## config.mk

```make
export PLATFORM = sky130hd
export DESIGN_NAME = pcm_voice_regwin
export DESIGN_NICKNAME = d
export VERILOG_FILES = /design/src/rtl/pcm_voice_regwin.sv
export SDC_FILE = /design/constraint.sdc
export NUM_CORES = 1
export LEC_CHECK = 0
export ABC_AREA = 1
export BUFFER_PORTS_ARGS = -buffer_cell sky130_fd_sc_hd__buf_2
export CELL_PAD_IN_SITES_DETAIL_PLACEMENT = 1
export CELL_PAD_IN_SITES_GLOBAL_PLACEMENT = 2
export CORE_MARGIN = 2
export CORE_UTILIZATION = 37
export DETAILED_ROUTE_END_ITERATION = 16
export PLACE_DENSITY_LB_ADDON = 0.1
export SLEW_MARGIN = 20
export SYNTH_ARGS = -nofsm -noshare
export SYNTH_HDL_FRONTEND = slang
export SYNTH_SLANG_ARGS = --single-unit
export TNS_END_PERCENT = 10
```

## constraint.sdc

```tcl
create_clock -name clk -period 3.8 [get_ports clk]
set_input_delay 0.38 -clock clk [delete_from_list [all_inputs] [get_ports clk]]
set_output_delay 0.38 -clock clk [all_outputs]
set_load 0.1 [all_outputs]
```

## src/rtl/pcm_voice_regwin.sv

```systemverilog
module pcm_voice_regwin #(
  parameter int AW = 8,
  parameter int DW = 8,
  parameter int NREG = 32,
  parameter int ROM_AW = 24,
  parameter int START_SHIFT = 6,
  parameter int ADDR_BIAS = 2,
  parameter int ADDR_KEEP = 18,
  parameter int BANK_LSB = 16,
  parameter int DBG_N = 4
) (
  input  logic                      clk,
  input  logic                      rst_n,
  input  logic                      wr_en,
  input  logic                      rd_en,
  input  logic [AW-1:0]             addr,
  input  logic [DW-1:0]             wdata,
  output logic [DW-1:0]             rdata,
  output logic                      rd_valid,
  output logic                      eng_we,
  output logic [$clog2(NREG)-1:0]   eng_waddr,
  output logic [DW-1:0]             eng_wdata,
  output logic                      eng_re,
  output logic [$clog2(NREG)-1:0]   eng_raddr,
  input  logic [DW-1:0]             eng_rdata,
  output logic                      rom_re,
  output logic [ROM_AW-1:0]         rom_addr,
  input  logic [DW-1:0]             rom_rdata,
  output logic [4*DW-1:0]           voice_mask,
  output logic [DW-1:0]             voice_sel
);
  localparam int RIW = $clog2(NREG);
  localparam int SRC_W = 3 * DW;
  localparam int DBG_W = DBG_N * DW;
  localparam logic [AW-1:0] SHADOW_LO = AW'(NREG);
  localparam logic [AW-1:0] DBG_LO = AW'(2 * NREG);
  localparam logic [AW-1:0] DBG_HI = AW'(2 * NREG + DBG_N);
  localparam logic [AW-1:0] PROBE_OFF = AW'(NREG + 1);
  localparam logic [AW-1:0] SWAP_OFF = AW'(1);
  localparam int BANK_IDX = 3;
  localparam int START_IDX = 9;

  logic [DW-1:0] regs [NREG];
  logic [DW-1:0] dbg [DBG_N];
  logic [1:0]    src_q;
  logic [DW-1:0] hold_q;
  logic [DW-1:0] hold_d;
  logic [DW-1:0] bank_b;
  logic [SRC_W-1:0] start_w;
  logic [SRC_W-1:0] stepped;
  logic [DBG_W-1:0] dbg_word;

  wire probe_hit  = addr == PROBE_OFF;
  wire eng_hit    = addr < SHADOW_LO && addr != SWAP_OFF;
  wire store_hit  = (addr >= SHADOW_LO && addr < DBG_LO && !probe_hit) || addr == SWAP_OFF;
  wire dbg_hit    = addr >= DBG_LO && addr < DBG_HI;
  wire store_wr   = wr_en && addr < DBG_LO;

  assign bank_b   = regs[BANK_IDX];
  assign start_w  = {regs[START_IDX+2], regs[START_IDX+1], regs[START_IDX]};
  assign stepped  = (start_w >> START_SHIFT) + SRC_W'(ADDR_BIAS);
  assign rom_addr = {{(ROM_AW-ADDR_KEEP){1'b0}}, stepped[ADDR_KEEP-1:0]}
                  | (ROM_AW'(bank_b) << BANK_LSB);
  assign dbg_word = DBG_W'(rom_addr);

  assign eng_re    = rd_en && eng_hit;
  assign eng_raddr = addr[RIW-1:0];
  assign rom_re    = rd_en && probe_hit;

  assign voice_mask = {regs[5'h17], regs[5'h15], regs[5'h13], regs[5'h11]};
  assign voice_sel  = regs[5'h1F];

  always_comb begin
    hold_d = '0;
    if (store_hit) hold_d = regs[addr[RIW-1:0]];
    else if (dbg_hit) hold_d = dbg[addr[$clog2(DBG_N)-1:0]];
  end

  always_ff @(posedge clk) begin
    if (!rst_n) begin
      for (int i = 0; i < NREG; i++) regs[i] <= '0;
      for (int k = 0; k < DBG_N; k++) dbg[k] <= '0;
      src_q     <= '0;
      hold_q    <= '0;
      rd_valid  <= 1'b0;
      eng_we    <= 1'b0;
      eng_waddr <= '0;
      eng_wdata <= '0;
    end else begin
      if (store_wr) regs[addr[RIW-1:0]] <= wdata;
      if (rom_re)
        for (int k = 0; k < DBG_N; k++) dbg[k] <= dbg_word[(DBG_N-1-k)*DW +: DW];
      eng_we    <= wr_en && addr < SHADOW_LO;
      eng_waddr <= addr[RIW-1:0];
      eng_wdata <= wdata;
      rd_valid  <= rd_en;
      src_q     <= {rom_re, eng_re};
      hold_q    <= hold_d;
    end
  end

  assign rdata = src_q[0] ? eng_rdata : src_q[1] ? rom_rdata : hold_q;
endmodule

```

Yosys cells after proc, flatten, opt, wreduce, memory -nomap -nowiden:

Memories as Yosys holds them, arrays and structs flattened.
Index checks and enable logic that the tools add are counted.

* bits in registers: 25
* RAM bits: 288
* input bits: 36
* output and inout bits: 94
* logic and storage cells: 51
* memories: 2

* add/sub/neg operators: 1
* $lt $le $gt $ge: 5
* eq/ne operators: 3
* multiplexer cells: 18
* bitwise gates (word level): 5
* reduce and logical (&&, ||, !) cells: 11

Memories
* regs: words 32, bits a word 8, rd ports 10, clocked after Yosys merged registers in 0, write ports 32, RTL line 43 `logic [DW-1:0] regs [NREG];`
* dbg: words 4, bits a word 8, rd ports 1, clocked after Yosys merged registers in 0, write ports 4, RTL line 44 `logic [DW-1:0] dbg [DBG_N];`

Operators with widths (number)
* 8-bit two-way mux: 9
* 18-bit by 24-bit OR with 24-bit output: 1
* 18-bit by 2-bit adder with 18-bit output (second input constant): 1
* 8-bit by 7-bit < comparator with 1-bit output (second input constant): 2
* 8-bit by 1-bit == test with 1-bit output (second input constant): 1
* 8-bit by 6-bit == test with 1-bit output (second input constant): 1
* 8-bit by 6-bit greater-or-equal comparator with 1-bit output (second input constant): 1
* 8-bit by 7-bit greater-or-equal comparator with 1-bit output (second input constant): 1
* 1-bit logical AND: 8
* 8-bit by 6-bit < comparator with 1-bit output (second input constant): 1
* 1-bit two-way mux: 8
* 8-bit by 1-bit != test with 1-bit output (second input constant): 1
* 8-bit OR reduction: 1
* 5-bit two-way mux: 1
* 1-bit OR: 4
* 1-bit logical NOT: 1
* 1-bit logical OR: 1

Longest topological paths before layout:

Gate-level depths: netlist (run 1).

* depth after elaboration: 7
* gate-level depth with buffers: 14
* mapped depth without buffers: 11

Worst setup path after synthesis (run 1):

OpenSTA, ideal clock, no wires.

* kind: input port to output port
* from: input port addr[2]
* to: output port rom_re
* arrival time: 3.675 ns
* required time: 3.420 ns
* setup slack: -0.255 ns
* stages: 5
* buffers on the path: 0
* path through: inv_1 nand2_1 nor2_1 nand2_1 nor4_1

* cells in the longest elaborated chain, start to end: 2

Ends and longest elaborated chain
* from (decl): RTL line 16 `input logic [AW-1:0] addr,`
* 8-bit by 6-bit == test with 1-bit output: RTL line 53 `wire probe_hit = addr == PROBE_OFF;`
* 1-bit logical AND: RTL line 68 `assign rom_re = rd_en && probe_hit;`
* to (decl): RTL line 26 `output logic rom_re,`

No other way between the ends.

==> impl_metrics.py, run 1 <==
metrics = {
    "status": {
        "status": "finished, final reports clean",
    },
    "place": {
        "io_buffers": 129,
        "dp_slack_ns": 0.812,
        "gp_congestion": 0.778,
        "hpwl_um": 31600,
    },
    "die": {
        "die_w_um": 202,
        "initial_core_util": 0.376,
        "core_area_um2": 38700,
        "die_h_um": 202,
        "design.die.area_um2": 41000,
        "rows": 72,
        "io_pins": 130,
    },
    "timing": {
        "drv_slew": 0,
        "worst_pin_slew_ns": 1.03,
        "finalCriticalPeriod_ns": 3.19,
        "setup_tns_ns": 0,
        "max-slew-margin-rel": 0.313,
        "whs_ns": 0.0327,
        "finalCritPeriodShare": 0.840,
        "fmax_mhz": 313,
        "finalHoldViolCount": 0,
        "rsz0062_at_grt": "no",
        "setup_violations": 0,
        "worst_clock_skew_ns": 0.0171,
        "timing.final.ws_setup_ns": 0.608,
    },
    "finish": {
        "antennaDiodeCount": 0,
        "areaGrowthSynthToFinish_pct": 14.9,
        "final_core_util": 0.432,
        "drive_gt1_frac": 0.143,
        "mostFrequentLayoutCells": "nand2_1, nor2_1, edfxtp_1",
        "nets": 1834,
        "final_common_cell": "nand2_1",
    },
    "power_and_ir_drop": {
        "clkPwrFrac": 0.403,
        "powerDensity_nw_per_um2": 496,
        "p_sw_w": 0.00235,
        "p_leak_nw": 7.63,
        "internal-power_w": 0.00595,
        "irDropWorstVdd_mv": 0.268,
        "seqPwrFrac": 0.469,
        "sw_frac_of_total": 0.283,
        "pwr-share-comb": 0.127,
    },
    "detailed_routing": {
        "routed_via_density": 4.95,
        "routedWlPerCell_um": 20.5,
        "drt_iter0_drc": 679,
        "ant_nets": 0,
        "drtPass1Iterations": 5,
        "vias": 11600,
        "routed_wl_um": 48100,
        "drc_errors": 0,
    },
    "worst_setup_path": {
        "startpoint_type": "flip-flop",
        "critPathLaunch": "regs[9][7]",
        "cp_cell_sequence": "ha_1, nand3_1, nor2_1, nand2_1, nor2_1, nand4_1, o21ai_0, buf_2",
        "r2r-start": "regs[10][1]",
        "crit_arrival_ns": 2.81,
        "cp.required_ns": 3.42,
        "cpPeakStageDelay_ns": 0.52,
        "crit_path_top_delay_cell": "buf_2",
        "cp_common_cell": "nor2_1",
        "worstRegToRegCells": 9,
        "worstSetupEndpointType": "primary output",
        "path_class": "reg -> out",
        "crit_path_end": "rom_addr[17]",
        "path_max_fanout": 4,
        "r2r_slack_ns": 1.64,
        "rr_endpoint": "dbg[2][4]",
    },
    "logic_synthesis": {
        "async_flop_share": 0,
        "ys_ff_latch": 305,
        "synth_flop_cell": "edfxtp_1",
        "synth_edf_count": 280,
        "synth_fp_nets": 1743,
        "netlist_instances": 1706,
        "yosysUniqueCellTypes": 27,
        "yosys_warnings": 0,
        "ys_seq_area_frac": 0.611,
        "netlist_area_um2": 14600,
        "syn_avg_cell_area_um2": 8.54,
    },
    "cts": {
        "post_cts_resized": 0,
        "clockRootBuffer": "clkbuf_16",
        "cts_tree": "done",
        "cts_buffer_depth": 3,
        "post_cts_buffers": 0,
        "cts_sinks": 305,
        "insertion_delay_ns": 0.55,
        "clk_pin_slew_ns": 0.06,
        "postCtsHoldBufs": 0,
        "htree_levels": 2,
        "cts_inserted_buffers": 36,
    },
    "min_path": {
        "hp-class": "in -> reg",
        "holdPathStages": 3,
    },
    "global_routing": {
        "track_usage": 0.237,
        "grt_overflow": 0,
        "grt_pass1_wl_um": 72800,
        "antenna_found_initial": 0,
        "grt_pass1_vias": 11800,
        "grt_max_degree": 58,
    },
    "flow_run": {
        "timing.max_cap.violations": 0,
    },
}
==> sequential cells by signal, summed over array words and instances (netlist names) <==
register	count
dbg	24
eng_wdata	8
eng_waddr	5
eng_we	1
hold_q	8
src_q	2
rd_valid	1
regs	256
==> per-stage QoR <==
step / total power, W / instance area, um2 / std cells
CTS: 0.00838 / 16700 / 2342
global route: 0.00857 / 16700 / 2342
global placement: 0.00502 / 15600 / 2277
floorplan: 0.00472 / 14600 / 1706
finish: 0.00830 / 16700 / 2342
detailed placement: 0.00503 / 15600 / 2277
==> power by group through the flow <==
| stage | combinational [W] | sequential (W) | clock (W) |
|---|---|---|---|
| floorplan | 0.000566 | 0.00416 | 0 |
| global placement | 0.00106 | 0.00396 | 0 |
| detailed placement | 0.00107 | 0.00396 | 0 |
| CTS | 0.00107 | 0.00390 | 0.00341 |
| global route | 0.00114 | 0.00391 | 0.00352 |
| finish | 0.00106 | 0.00389 | 0.00335 |
==> area by class of cell <==
type / count / area, um2
clock buffer: 51 / 1030
clock inverter: 14 / 98.8
fill: 4563 / 22000
inverter: 65 / 246
multi-input combinational: 1235 / 4960
sequential: 305 / 8910
tap: 518 / 648
timing repair buffer: 154 / 848
==> per-layer routing <==
metal / part of all wire / vias up / track usage / wire, um
met4: 0.021 / 0 / 0.0639 / 1030
met5: 0 / - / 0 / 0
met3: 0.043 / 64 / 0.0289 / 2060
li1: - / 5576 / - / -
met2: 0.45 / 242 / 0.375 / 21900
met1: 0.48 / 5721 / 0.344 / 23100
==> worst min-delay path by stage <==
stage	start	to	slack [ns]
2_1_floorplan	addr[5]	eng_we	0.45
3_3_place_gp	wdata[3]	eng_wdata[3]	0.58
6_report	wdata[1]	eng_wdata[1]	0.03
3_5_place_dp	wdata[3]	eng_wdata[3]	0.60
5_1_grt	wdata[4]	eng_wdata[4]	0.04
4_1_cts	wdata[1]	eng_wdata[1]	0.009
==> critical path, delay by kind of cell (launching register included) <==
family | cells | cell delay, ns
simple gates | 5 | 0.72
buf+inv | 1 | 0.52
flops | 1 | 0.41
compound gates | 1 | 0.41
fa+ha+maj | 1 | 0.21
==> cell usage after synthesis, types with 2 or more instances <==
cell        n  area, um2
buf_1       7       26.3
dfxtp_1    25        500
nand2_1   789       2960
nand2_2    31        194
nor3_4      3       48.8
nand3_1    29        145
clkbuf_1   41        154
buf_4      13       97.6
xor2_1      6       52.6
inv_1      62        233
or2_2       4       25.0
nor3_1     15       75.1
buf_2      40        200
nand4_1     3       18.8
edfxtp_1  280       8410
nor4_1      4       25.0
nor2_1    310       1160
a21oi_1    30        150
nor2_2      2       12.5
o21ai_0     4       20.0
inv_2       2       7.51
==> cells by family (layout without fill, tap and decap cells) <==
family / count (synthesis) / in the layout / synth area share
AND/OR/NAND/NOR: 1194 / 1194 / 0.323
flip-flops: 305 / 305 / 0.611
buffers and inverters: 166 / 284 / 0.0495
AO/OA/AOI/OAI: 34 / 34 / 0.0117
XOR/XNOR: 6 / 6 / 0.00361
adder cells (fa/ha/maj): 1 / 1 / 0.000859
Power figures use the tool's default switching activity.
==> run 2, diff against run 1 <==
--- a/config.mk
+++ b/config.mk
@@ -10,7 +10,7 @@
 export CELL_PAD_IN_SITES_DETAIL_PLACEMENT = 1
 export CELL_PAD_IN_SITES_GLOBAL_PLACEMENT = 2
 export CORE_MARGIN = 2
-export CORE_UTILIZATION = 37
+export CORE_UTILIZATION = 33
 export DETAILED_ROUTE_END_ITERATION = 16
 export PLACE_DENSITY_LB_ADDON = 0.1
 export SLEW_MARGIN = 20
==> constraint.sdc (replaced) <==
create_clock -name clk -period 2.9 [get_ports clk]
set_input_delay 0.29 -clock clk [delete_from_list [all_inputs] [get_ports clk]]
set_output_delay 0.29 -clock clk [all_outputs]
set_load 0.1 [all_outputs]
==> run 2 against run 1 <==
Against the previous run: sequential share of layout area is 1.4 points lower; non-clock buffer count rose by 24; total power up 33%; clock-buffer cell count fell by 4; via count decreased by 0.22%; die area is 12% higher; critical path type unchanged.
==> impl_metrics.py, run 2 (synthesis results as in run 1) <==
metrics = {
    "power_and_ir_drop": {
        "pwr-share-comb": 0.131,
        "internal-power_w": 0.00792,
        "powerDensity_nw_per_um2": 643,
        "seqPwrFrac": 0.462,
        "clkPwrFrac": 0.408,
        "p_leak_nw": 7.79,
        "irDropWorstVdd_mv": 0.434,
        "p_sw_w": 0.00314,
        "sw_frac_of_total": 0.284,
    },
    "die": {
        "die_w_um": 214,
        "initial_core_util": 0.336,
        "io_pins": 130,
        "rows": 76,
        "core_area_um2": 43400,
        "design.die.area_um2": 45800,
        "die_h_um": 214,
    },
    "timing": {
        "timing.final.ws_setup_ns": 0.162,
        "rsz0062_at_grt": "no",
        "setup_violations": 0,
        "worst_pin_slew_ns": 0.712,
        "finalCriticalPeriod_ns": 2.74,
        "finalCritPeriodShare": 0.944,
        "drv_slew": 0,
        "max-slew-margin-rel": 0.525,
        "worst_clock_skew_ns": 0.0153,
        "fmax_mhz": 365,
        "finalHoldViolCount": 0,
    },
    "cts": {
        "cts_inserted_buffers": 36,
        "insertion_delay_ns": 0.55,
        "cts_sinks": 305,
        "cts_tree": "done",
        "post_cts_buffers": 0,
        "cts_buffer_depth": 3,
        "clk_pin_slew_ns": 0.06,
        "htree_levels": 2,
        "clockRootBuffer": "clkbuf_16",
    },
    "finish": {
        "antennaDiodeCount": 0,
        "areaGrowthSynthToFinish_pct": 18.1,
        "postLayoutCellArea_um2": 17200,
        "largest_register": "regs",
        "final_core_util": 0.397,
        "drive_gt1_frac": 0.147,
        "nets": 1858,
        "fill_cells": 5165,
        "mostFrequentLayoutCells": "nand2_1, nor2_1, edfxtp_1",
        "largest_register_ffs": 256,
        "reg_top3": "regs: 256 flops, dbg: 24 flops",
        "final_common_cell": "nand2_1",
    },
    "detailed_routing": {
        "drtPass1Iterations": 5,
        "routed_via_density": 4.76,
        "drc_errors": 0,
        "vias": 11600,
        "ant_nets": 0,
        "routedWlPerCell_um": 20.3,
        "drt_iter0_drc": 769,
        "routed_wl_um": 49400,
    },
    "min_path": {
        "holdPathStages": 3,
        "hp-start": "rst_n",
        "hp-class": "in -> reg",
    },
    "place": {
        "io_buffers": 129,
        "gp_congestion": 0.788,
        "placed_area_um2": 15900,
        "hpwl_um": 33400,
        "dp_slack_ns": 0.431,
    },
    "status": {
        "status": "finished, final reports clean",
    },
    "global_routing": {
        "grt_pass1_wl_um": 74600,
        "grt_pass1_vias": 11800,
        "grt_overflow": 0,
        "grt_max_degree": 91,
        "track_usage": 0.216,
        "antenna_found_initial": 0,
    },
    "worst_setup_path": {
        "path_max_fanout": 4,
        "crit_arrival_ns": 2.45,
        "worstSetupEndpointType": "primary output",
        "cp.required_ns": 2.61,
        "r2r-start": "regs[9][7]",
        "path_class": "reg -> out",
        "worstRegToRegCells": 9,
        "startpoint_type": "flip-flop",
        "critPathLaunch": "regs[9][7]",
    },
    "flow_run": {
        "timing.max_cap.violations": 0,
    },
}
run 2: cell types whose count changed in the layout (fill, tap and decap cells not counted), sizes merged, moves of 2 or more:
cell         before  now
buf             154  164
clkbuf           51   49
clkinv           12   14
dlygate4sd3       0   12
run 2: path summary, 6_finish.rpt:
check,end,slack (ns)
hold reg to reg,hold_q[0],0.65
setup / recovery,rom_addr[11],0.16
setup reg to reg,dbg[1][1],1.01
hold / removal,rd_valid,0.05
run 2: power groups by stage:
stage                     sequential [W]  clock, W  combinational [W]
after floorplan                  0.00545         0           0.000741
final                            0.00510   0.00451            0.00145
after global routing             0.00512   0.00474            0.00155
after detailed placement         0.00520         0            0.00144
after global placement           0.00520         0            0.00144
after CTS                        0.00511   0.00460            0.00146
run 2: stage by stage:
step	TNS, ns	power, W	cells	hold WS [ns]
4_1_cts	0	0.0112	2434	0.0218
6_report	0	0.0111	2434	0.0485
3_5_place_dp	0	0.00664	2356	0.498
3_3_place_gp	0	0.00663	2356	0.489
2_1_floorplan	-4.21	0.00619	1706	0.362
5_1_grt	0	0.0114	2434	0.0506
run 2: final cells by class:
cell class / count / area, um2 / share of cell area
Sequential cell: 305 / 8910 / 0.518
Multi-Input combinational cell: 1235 / 4980 / 0.290
Timing Repair Buffer: 178 / 1170 / 0.0678
Clock buffer: 47 / 1010 / 0.0590
Tap cell: 585 / 732 / 0.0426
Inverter: 65 / 246 / 0.0143
Clock inverter: 19 / 150 / 0.00873
run 2: critical path, cell delays in order (launching register included):
cell	delay (ns)
edfxtp_1	0.43
ha_1	0.21
nand3_1	0.14
nor2_1	0.19
nand2_1	0.13
or2_2	0.30
nand2_1	0.08
buf_2	0.42
run 2: repair_timing:
| item | CTS | global route |
|---|---|---|
| resized for setup | 5 | 10 |
| endpoints found under the setup margin | 3 | 7 |
| hold buffers | 12 | 0 |
| endpoints found under the hold margin | 12 | 0 |
run 2: metal layers:
layer | global-route usage | part of all wire | up-vias
met5 | 0 | 0 | -
met4 | 0.0463 | 0.016 | 0
met3 | 0.0323 | 0.041 | 56
met2 | 0.356 | 0.47 | 252
met1 | 0.301 | 0.47 | 5650
li1 | - | - | 5620
